==> config.mk <==
export PLATFORM = sky130hd
export DESIGN_NAME = sw_uart_tx
export DESIGN_NICKNAME = d
export VERILOG_FILES = /design/src/rtl/swu_pkg.sv /design/src/rtl/swu_enable_ctl.sv /design/src/rtl/swu_start_ctl.sv /design/src/rtl/swu_frame_seq.sv /design/src/rtl/swu_coll_det.sv /design/src/rtl/sw_uart_tx.sv
export SDC_FILE = /design/constraint.sdc
export NUM_CORES = 1
export LEC_CHECK = 0
export BUFFER_PORTS_ARGS = -buffer_cell sky130_fd_sc_hd__clkbuf_2
export CAP_MARGIN = 40
export CORE_ASPECT_RATIO = 1.1
export CORE_MARGIN = 2
export CORE_UTILIZATION = 34
export CTS_BUF_LIST = sky130_fd_sc_hd__clkbuf_4 sky130_fd_sc_hd__clkbuf_8
export DETAILED_ROUTE_END_ITERATION = 12
export GPL_ROUTABILITY_DRIVEN = 0
export PLACE_DENSITY = 0.51
export RECOVER_POWER = 100
export SYNTH_ARGS = -nofsm -noshare
export SYNTH_HDL_FRONTEND = slang
export SYNTH_SLANG_ARGS = --single-unit
export TNS_END_PERCENT = 5
==> constraint.sdc <==
create_clock -name clk -period 4.1 [get_ports clk]
set_input_delay 0.82 -clock clk [delete_from_list [all_inputs] [get_ports clk]]
set_output_delay 0.82 -clock clk [all_outputs]
set_load 0.05 [all_outputs]
==> src/rtl/swu_pkg.sv <==
// Shared types for the single-wire transmitter.
// Assumes: configuration fields are only changed while the line is idle.
package swu_pkg;

    typedef struct packed {
        logic samp_on_strobe;  // compare on external strobe instead of tick
        logic auto_drop_en;    // collision withdraws transmit enable
        logic start_on_edge;   // start bit waits for a receive-line edge
        logic line_inv;        // both serial lines inverted
    } swu_cfg_t;

    // Total bits in one frame: start + data + stop.
    function automatic int unsigned swu_frame_len(input int unsigned data_bits);
        return data_bits + 2;
    endfunction

endpackage

==> src/rtl/swu_enable_ctl.sv <==
// Transmit enable and one-word holding register.
// Holds the enable flag, stores a loaded word and reports when it is used.
// Assumes: a clear of enable, from software or from a collision, also discards the word.
module swu_enable_ctl #(
    parameter int unsigned DATA_BITS = 8
) (
    input  logic                 clk,
    input  logic                 rst_n,
    input  logic                 te_set,
    input  logic                 te_clr,
    input  logic                 auto_drop,
    input  logic                 load,
    input  logic [DATA_BITS-1:0] load_data,
    input  logic                 consume,
    output logic                 te_q,
    output logic                 te_drop,
    output logic                 word_valid,
    output logic [DATA_BITS-1:0] word_q
);

    assign te_drop = te_clr | auto_drop;

    // Transmit enable: any clear has priority over a set.
    always_ff @(posedge clk) begin
        if (!rst_n) begin
            te_q <= 1'b0;
        end else if (te_drop) begin
            te_q <= 1'b0;
        end else if (te_set) begin
            te_q <= 1'b1;
        end
    end

    // Holding register valid flag: discarded on drop, set on load, emptied on use.
    always_ff @(posedge clk) begin
        if (!rst_n) begin
            word_valid <= 1'b0;
        end else if (te_drop) begin
            word_valid <= 1'b0;
        end else if (load) begin
            word_valid <= 1'b1;
        end else if (consume) begin
            word_valid <= 1'b0;
        end
    end

    // Holding register data: captured on every load.
    always_ff @(posedge clk) begin
        if (!rst_n) begin
            word_q <= '0;
        end else if (load) begin
            word_q <= load_data;
        end
    end

    AST_AUTO_DROP_CLEARS_TE: assert property (@(posedge clk) disable iff (!rst_n)
        auto_drop |=> !te_q);

    AST_DROP_EMPTIES_WORD: assert property (@(posedge clk) disable iff (!rst_n)
        te_drop |=> !word_valid);

endmodule

==> src/rtl/swu_start_ctl.sv <==
// Start decision for a new frame.
// Tick mode: arms on the first tick seen while ready and fires on the next.
// Edge mode: fires on a logical 1->0 step of the receive level while ready.
// Assumes: rx_level is already in the logical (un-inverted) domain.
module swu_start_ctl (
    input  logic clk,
    input  logic rst_n,
    input  logic tick,
    input  logic ready,
    input  logic edge_mode,
    input  logic rx_level,
    output logic start
);

    logic armed_q;
    logic rx_prev_q;
    logic rx_fall;
    logic tick_go;

    assign rx_fall = rx_prev_q & ~rx_level;
    assign tick_go = tick & armed_q;
    assign start   = ready & (edge_mode ? rx_fall : tick_go);

    // Previous receive level, idle level after reset.
    always_ff @(posedge clk) begin
        if (!rst_n) begin
            rx_prev_q <= 1'b1;
        end else begin
            rx_prev_q <= rx_level;
        end
    end

    // Arm flag: one tick seen while ready; lost as soon as ready drops.
    always_ff @(posedge clk) begin
        if (!rst_n) begin
            armed_q <= 1'b0;
        end else if (!ready || edge_mode) begin
            armed_q <= 1'b0;
        end else if (tick) begin
            armed_q <= 1'b1;
        end
    end

    AST_EDGE_START_NEEDS_FALL: assert property (@(posedge clk) disable iff (!rst_n)
        (start && edge_mode) |-> ($past(rx_level) && !rx_level));

endmodule

==> src/rtl/swu_frame_seq.sv <==
// Frame sequencer: shifts start, data (LSB first) and stop bits, one per tick.
// Assumes: abort takes priority over start and over any tick.
module swu_frame_seq #(
    parameter int unsigned DATA_BITS = 8
) (
    input  logic                 clk,
    input  logic                 rst_n,
    input  logic                 tick,
    input  logic                 start,
    input  logic                 abort,
    input  logic [DATA_BITS-1:0] word,
    output logic                 active,
    output logic                 drv_bit
);

    localparam int unsigned FRAME_LEN = swu_pkg::swu_frame_len(DATA_BITS);
    localparam int unsigned CNT_W     = $clog2(FRAME_LEN);
    localparam logic [CNT_W-1:0] LAST_BIT = CNT_W'(FRAME_LEN - 1);

    logic [FRAME_LEN-1:0] shreg_q;
    logic [CNT_W-1:0]     cnt_q;

    assign drv_bit = shreg_q[0];

    // Frame state: load on start, advance on tick, stop after the stop bit.
    always_ff @(posedge clk) begin
        if (!rst_n) begin
            active  <= 1'b0;
            cnt_q   <= '0;
            shreg_q <= '1;
        end else if (abort) begin
            active  <= 1'b0;
            cnt_q   <= '0;
            shreg_q <= '1;
        end else if (start) begin
            active  <= 1'b1;
            cnt_q   <= '0;
            shreg_q <= {1'b1, word, 1'b0};
        end else if (active && tick) begin
            if (cnt_q == LAST_BIT) begin
                active  <= 1'b0;
                cnt_q   <= '0;
                shreg_q <= '1;
            end else begin
                cnt_q   <= cnt_q + 1'b1;
                shreg_q <= {1'b1, shreg_q[FRAME_LEN-1:1]};
            end
        end
    end

    AST_START_BIT_LOW: assert property (@(posedge clk) disable iff (!rst_n)
        $rose(active) |-> !drv_bit);

    AST_STOP_BIT_HIGH: assert property (@(posedge clk) disable iff (!rst_n)
        (active && cnt_q == LAST_BIT) |-> drv_bit);

endmodule

==> src/rtl/swu_coll_det.sv <==
// Collision sampler and sticky flag.
// Compares driven and received logical levels on the selected sampling event.
// Assumes: both levels arrive un-inverted; compares only while a frame runs.
module swu_coll_det (
    input  logic clk,
    input  logic rst_n,
    input  logic tick,
    input  logic strobe,
    input  logic samp_on_strobe,
    input  logic active,
    input  logic drv_bit,
    input  logic rx_level,
    input  logic flag_clr,
    output logic hit,
    output logic flag_q
);

    logic sample_evt;

    assign sample_evt = samp_on_strobe ? strobe : tick;
    assign hit        = sample_evt & active & (drv_bit ^ rx_level);

    // Sticky flag: a new hit wins over a write-one clear.
    always_ff @(posedge clk) begin
        if (!rst_n) begin
            flag_q <= 1'b0;
        end else if (hit) begin
            flag_q <= 1'b1;
        end else if (flag_clr) begin
            flag_q <= 1'b0;
        end
    end

    AST_FLAG_STICKY: assert property (@(posedge clk) disable iff (!rst_n)
        (flag_q && !flag_clr) |=> flag_q);

    AST_FLAG_ONLY_IN_FRAME: assert property (@(posedge clk) disable iff (!rst_n)
        $rose(flag_q) |-> $past(active));

    AST_STROBE_SAMPLING: assert property (@(posedge clk) disable iff (!rst_n)
        ($rose(flag_q) && $past(samp_on_strobe)) |-> $past(strobe));

    AST_TICK_SAMPLING: assert property (@(posedge clk) disable iff (!rst_n)
        ($rose(flag_q) && !$past(samp_on_strobe)) |-> $past(tick));

endmodule

==> src/rtl/sw_uart_tx.sv <==
// Single-wire serial transmitter with read-back collision check (top).
// Applies line polarity at the edge, so all internal logic uses logical levels.
// Assumes: bit_tick is a one-cycle pulse; configuration changes only while idle.
module sw_uart_tx #(
    parameter int unsigned DATA_BITS = 8
) (
    input  logic                 clk,
    input  logic                 rst_n,
    input  logic                 bit_tick,
    input  logic [DATA_BITS-1:0] tx_data,
    input  logic                 tx_load,
    input  logic                 te_set,
    input  logic                 te_clr,
    output logic                 tx_en,
    input  logic                 cfg_samp_strobe,
    input  logic                 cfg_auto_drop,
    input  logic                 cfg_edge_start,
    input  logic                 cfg_invert,
    output logic                 txd,
    input  logic                 rxd,
    input  logic                 samp_strobe,
    output logic                 coll_flag,
    input  logic                 coll_clr
);

    import swu_pkg::*;

    swu_cfg_t             cfg;
    logic                 rx_level;
    logic                 te_drop;
    logic                 auto_drop;
    logic                 word_valid;
    logic [DATA_BITS-1:0] word;
    logic                 ready;
    logic                 start;
    logic                 active;
    logic                 drv_bit;
    logic                 hit;
    logic                 line_level;

    assign cfg = '{samp_on_strobe: cfg_samp_strobe,
                   auto_drop_en:   cfg_auto_drop,
                   start_on_edge:  cfg_edge_start,
                   line_inv:       cfg_invert};

    assign rx_level   = rxd ^ cfg.line_inv;
    assign auto_drop  = hit & cfg.auto_drop_en;
    assign ready      = tx_en & word_valid & ~active;
    assign line_level = active ? drv_bit : 1'b1;
    assign txd        = line_level ^ cfg.line_inv;

    swu_enable_ctl #(.DATA_BITS(DATA_BITS)) u_enable (
        .clk        (clk),
        .rst_n      (rst_n),
        .te_set     (te_set),
        .te_clr     (te_clr),
        .auto_drop  (auto_drop),
        .load       (tx_load),
        .load_data  (tx_data),
        .consume    (start),
        .te_q       (tx_en),
        .te_drop    (te_drop),
        .word_valid (word_valid),
        .word_q     (word)
    );

    swu_start_ctl u_start (
        .clk       (clk),
        .rst_n     (rst_n),
        .tick      (bit_tick),
        .ready     (ready),
        .edge_mode (cfg.start_on_edge),
        .rx_level  (rx_level),
        .start     (start)
    );

    swu_frame_seq #(.DATA_BITS(DATA_BITS)) u_seq (
        .clk     (clk),
        .rst_n   (rst_n),
        .tick    (bit_tick),
        .start   (start),
        .abort   (te_drop),
        .word    (word),
        .active  (active),
        .drv_bit (drv_bit)
    );

    swu_coll_det u_coll (
        .clk            (clk),
        .rst_n          (rst_n),
        .tick           (bit_tick),
        .strobe         (samp_strobe),
        .samp_on_strobe (cfg.samp_on_strobe),
        .active         (active),
        .drv_bit        (drv_bit),
        .rx_level       (rx_level),
        .flag_clr       (coll_clr),
        .hit            (hit),
        .flag_q         (coll_flag)
    );

    AST_IDLE_WITHOUT_ENABLE: assert property (@(posedge clk) disable iff (!rst_n)
        !tx_en |-> !active);

    AST_LAUNCH_NEEDS_ENABLE: assert property (@(posedge clk) disable iff (!rst_n)
        $rose(active) |-> $past(tx_en));

endmodule

==> results.sh <==
export IMPL_cts_resized=0
export IMPL_tightest_slew_ps=1150
export IMPL_grt_pass1_wl_um=3990
export IMPL_ys_types=37
export IMPL_cts_hold_fix_buffers=0
export IMPL_ioPinCount=24
export IMPL_period_minus_slack_ps=2430
export IMPL_first_iter_violations=19
export IMPL_netlist_area_leader_share_pct=45.1
export IMPL_ant_nets=0
export IMPL_cp_max_fo=3
export IMPL_area_growth_pct=10.9
export IMPL_ys_flop_type="dfxtp_1"
export IMPL_grt_total_usage_pct=12.8
export IMPL_yosysWarnings=0
export IMPL_timing_critical_path_to_type="output port"
export IMPL_clkTransAtPathRegs_ps=140
export IMPL_synth_seq_cells=27
export IMPL_r2r_end="u_seq.shreg_q[8]$_SDFFE_PP1P_"
export IMPL_setup_viol=0
export IMPL_status="finished clean"
export IMPL_root_buffer="clkbuf_4"
export IMPL_async_flop_share_pct=0
export IMPL_grt_antenna_before_repair=0
export IMPL_timing_rr_start="u_seq.shreg_q[0]$_SDFFE_PP1P_"
export IMPL_p_clk_share_pct=26.4
export IMPL_synth_edf_count=0
export IMPL_core_sq_um=3360
export IMPL_h_tree_depth=1
export IMPL_dp_cells=188
export IMPL_cp_endpoint="txd"
export IMPL_vias=933
export IMPL_wirelength_um=2180
export IMPL_start_util_pct=35.7
export IMPL_die_area_sq_um=4010
export IMPL_finalHoldViolations=0
export IMPL_hpwl_um=1650
export IMPL_clock_skew_ps=2.69
export IMPL_cts_tree="yes"
export IMPL_insertion_delay_ps=320
export IMPL_max_slew_margin_pct=22.9
export IMPL_cts_sinks=27
export IMPL_synth_most_common_cell="dfxtp_1"
export IMPL_p_leak_nw=0.513
export IMPL_num_rows=22
export IMPL_port_buffers=23
export IMPL_final_max_slew_viol_count=0
export IMPL_ff2ff_path_depth=4
export IMPL_final_cell_area_sq_um=1330
export IMPL_switching_share_pct=23.8
export IMPL_seq_area_frac_synth_pct=45.1
export IMPL_ir_worst_vdd_mv=0.150
export IMPL_critPathRequiredTime_ps=3280
export IMPL_worstPathArrival_ps=1610
export IMPL_fin_crit_sh_pct=59.3
export IMPL_holdCritPathClass="reg2reg"
export IMPL_intPower_w=0.000324
export IMPL_grt_setup_unrepaired="false"
export IMPL_postSynthCellCount=123
export IMPL_multi_input_area_sq_um=581
export IMPL_grt_pass1_vias=875
export IMPL_cts_buffers=3
export IMPL_grt_max_degree=16
export IMPL_syn_area_sq_um=1200
export IMPL_start_kind="input pin"
export IMPL_stdcell_count=192
export IMPL_fill_cells=376
export IMPL_power_frac_comb_pct=9.5
export IMPL_switchingPower_w=0.000101
export IMPL_placedInstanceArea_sq_um=1340
export IMPL_synth_area_per_cell_sq_um=9.73
export IMPL_synth_nets=144
export IMPL_seq_area_sq_um=541
export IMPL_cts_buffer_depth=2
export IMPL_max_freq_mhz=412
export IMPL_synthTopCellsByArea="dfxtp_1 (45%), mux2i_1 (7.5%), o211ai_1 (4.4%), nor2_1 (4.1%), nand3_1 (3.8%)"
export IMPL_antenna_cells=0
export IMPL_layout_nets=166
export IMPL_power_density_nw_per_um2=320
export IMPL_drc=0
export IMPL_synth_top_area_cell="dfxtp_1"
export IMPL_drive_above_1_share_pct=18.1
export IMPL_first_pass_iters=2
export IMPL_drv_cap=0
export IMPL_die_w_um=60.6
export IMPL_crit_path_start="cfg_invert"
export IMPL_cts_setup_buffers=0
export IMPL_r2r_slack_ps=1960
export IMPL_routedWlPerCell_um=11.3
export IMPL_tns_ps=0
export IMPL_die_h_um=66.2
export IMPL_critPathKind="in2out"
export IMPL_synth_commonest_cells="dfxtp_1 (27), nor2_1 (13), mux2i_1 (9), nand3_1 (9)"
export IMPL_grt_overflow_total=0
export IMPL_vias_per_cell=4.86
export IMPL_seqPwrFrac_pct=64.1
layer usage:
| metal | vias up | track usage, % | share of wire, % | routed length (um) |
|---|---|---|---|---|
| li1 | 489 | - | - | - |
| met5 | - | 0 | 0 | 0 |
| met1 | 429 | 18.1 | 50 | 1090 |
| met3 | 2 | 2.35 | 2.8 | 61 |
| met4 | 0 | 4.08 | 0.92 | 20 |
| met2 | 13 | 19.5 | 46 | 1010 |
per-stage QoR:
| step | setup WS, ps | total power [W] | hold WS (ps) | util, % |
|---|---|---|---|---|
| after detailed placement | 1890 | 0.000322 | 488 | 39.9 |
| after global placement | 1900 | 0.000321 | 471 | 39.9 |
| after floorplan | 1630 | 0.000306 | 460 | - |
| final | 1670 | 0.000425 | 504 | 39.5 |
| after global routing | 1510 | 0.000450 | 547 | 39.5 |
| after CTS | 1890 | 0.000436 | 509 | 40.8 |
flip-flops by register name (all words and copies together) (netlist names):
| register | count |
|---|---|
| u_start.rx_prev_q | 1 |
| u_start.armed_q | 1 |
| u_enable.word_q | 8 |
| u_seq.shreg_q | 9 |
| u_seq.active | 1 |
| u_coll.flag_q | 1 |
| u_seq.cnt_q | 4 |
| u_enable.te_q | 1 |
| u_enable.word_valid | 1 |
how the worst min path moves through the flow:
stage                                                from                               to  slack, ps  depth (start not counted)
after global routing      u_enable.word_q[4]$_SDFFE_PN0P_    u_seq.shreg_q[5]$_SDFFE_PP1P_        550                          2
after detailed placement  u_enable.word_q[5]$_SDFFE_PN0P_  u_enable.word_q[5]$_SDFFE_PN0P_        490                          2
after global placement         u_coll.flag_q$_SDFFE_PN0P_       u_coll.flag_q$_SDFFE_PN0P_        470                          2
after floorplan           u_enable.word_q[0]$_SDFFE_PN0P_  u_enable.word_q[0]$_SDFFE_PN0P_        460                          2
after CTS                    u_start.armed_q$_SDFFE_PP0P_     u_start.armed_q$_SDFFE_PP0P_        510                          2
final                        u_start.armed_q$_SDFFE_PP0P_     u_start.armed_q$_SDFFE_PP0P_        500                          2
cell families (layout without fill, tap and decap cells):
group,count (synthesis),in the layout,synth area share (%)
buf+inv,9,30,3.55
xor+xnor,5,5,4.91
mux,9,9,7.52
simple gates,43,43,20.1
flops,27,27,45.1
compound gates,30,30,18.8
area by class of cell:
cell class                 count  share of cell area, %
tap                           48                   4.52
inverter                       3                  0.848
sequential                    27                   40.7
timing repair buffer          23                   8.11
clock buffer                   3                   1.70
clock inverter                 1                  0.377
multi-input combinational     87                   43.7
cells in the final DEF (no fill, tap or decap), types with 3 or more instances in the layout:
cell type / count
o22ai_1: 7
mux2i_1: 9
a211oi_1: 3
nor2b_1: 3
o211ai_1: 7
nand3_1: 9
a21oi_1: 3
xnor2_1: 3
nor3b_1: 3
inv_1: 3
clkbuf_1: 6
clkbuf_4: 3
nor3_1: 4
o21ai_0: 6
clkbuf_2: 17
nor2_1: 13
nand2_1: 4
dfxtp_1: 27
power by group through the flow:
stage	Clock, W	Combinational (W)	Sequential [W]
after global routing	0.000130	0.0000459	0.000274
after detailed placement	0	0.0000442	0.000278
after global placement	0	0.0000433	0.000278
final	0.000112	0.0000406	0.000272
after CTS	0.000119	0.0000444	0.000273
after floorplan	0	0.0000271	0.000279
worst max-delay path, stage by stage:
cell	delay [ps]
clkbuf_1	170
xnor2_1	140
clkbuf_1	480
(Power assumes the default switching activity.)
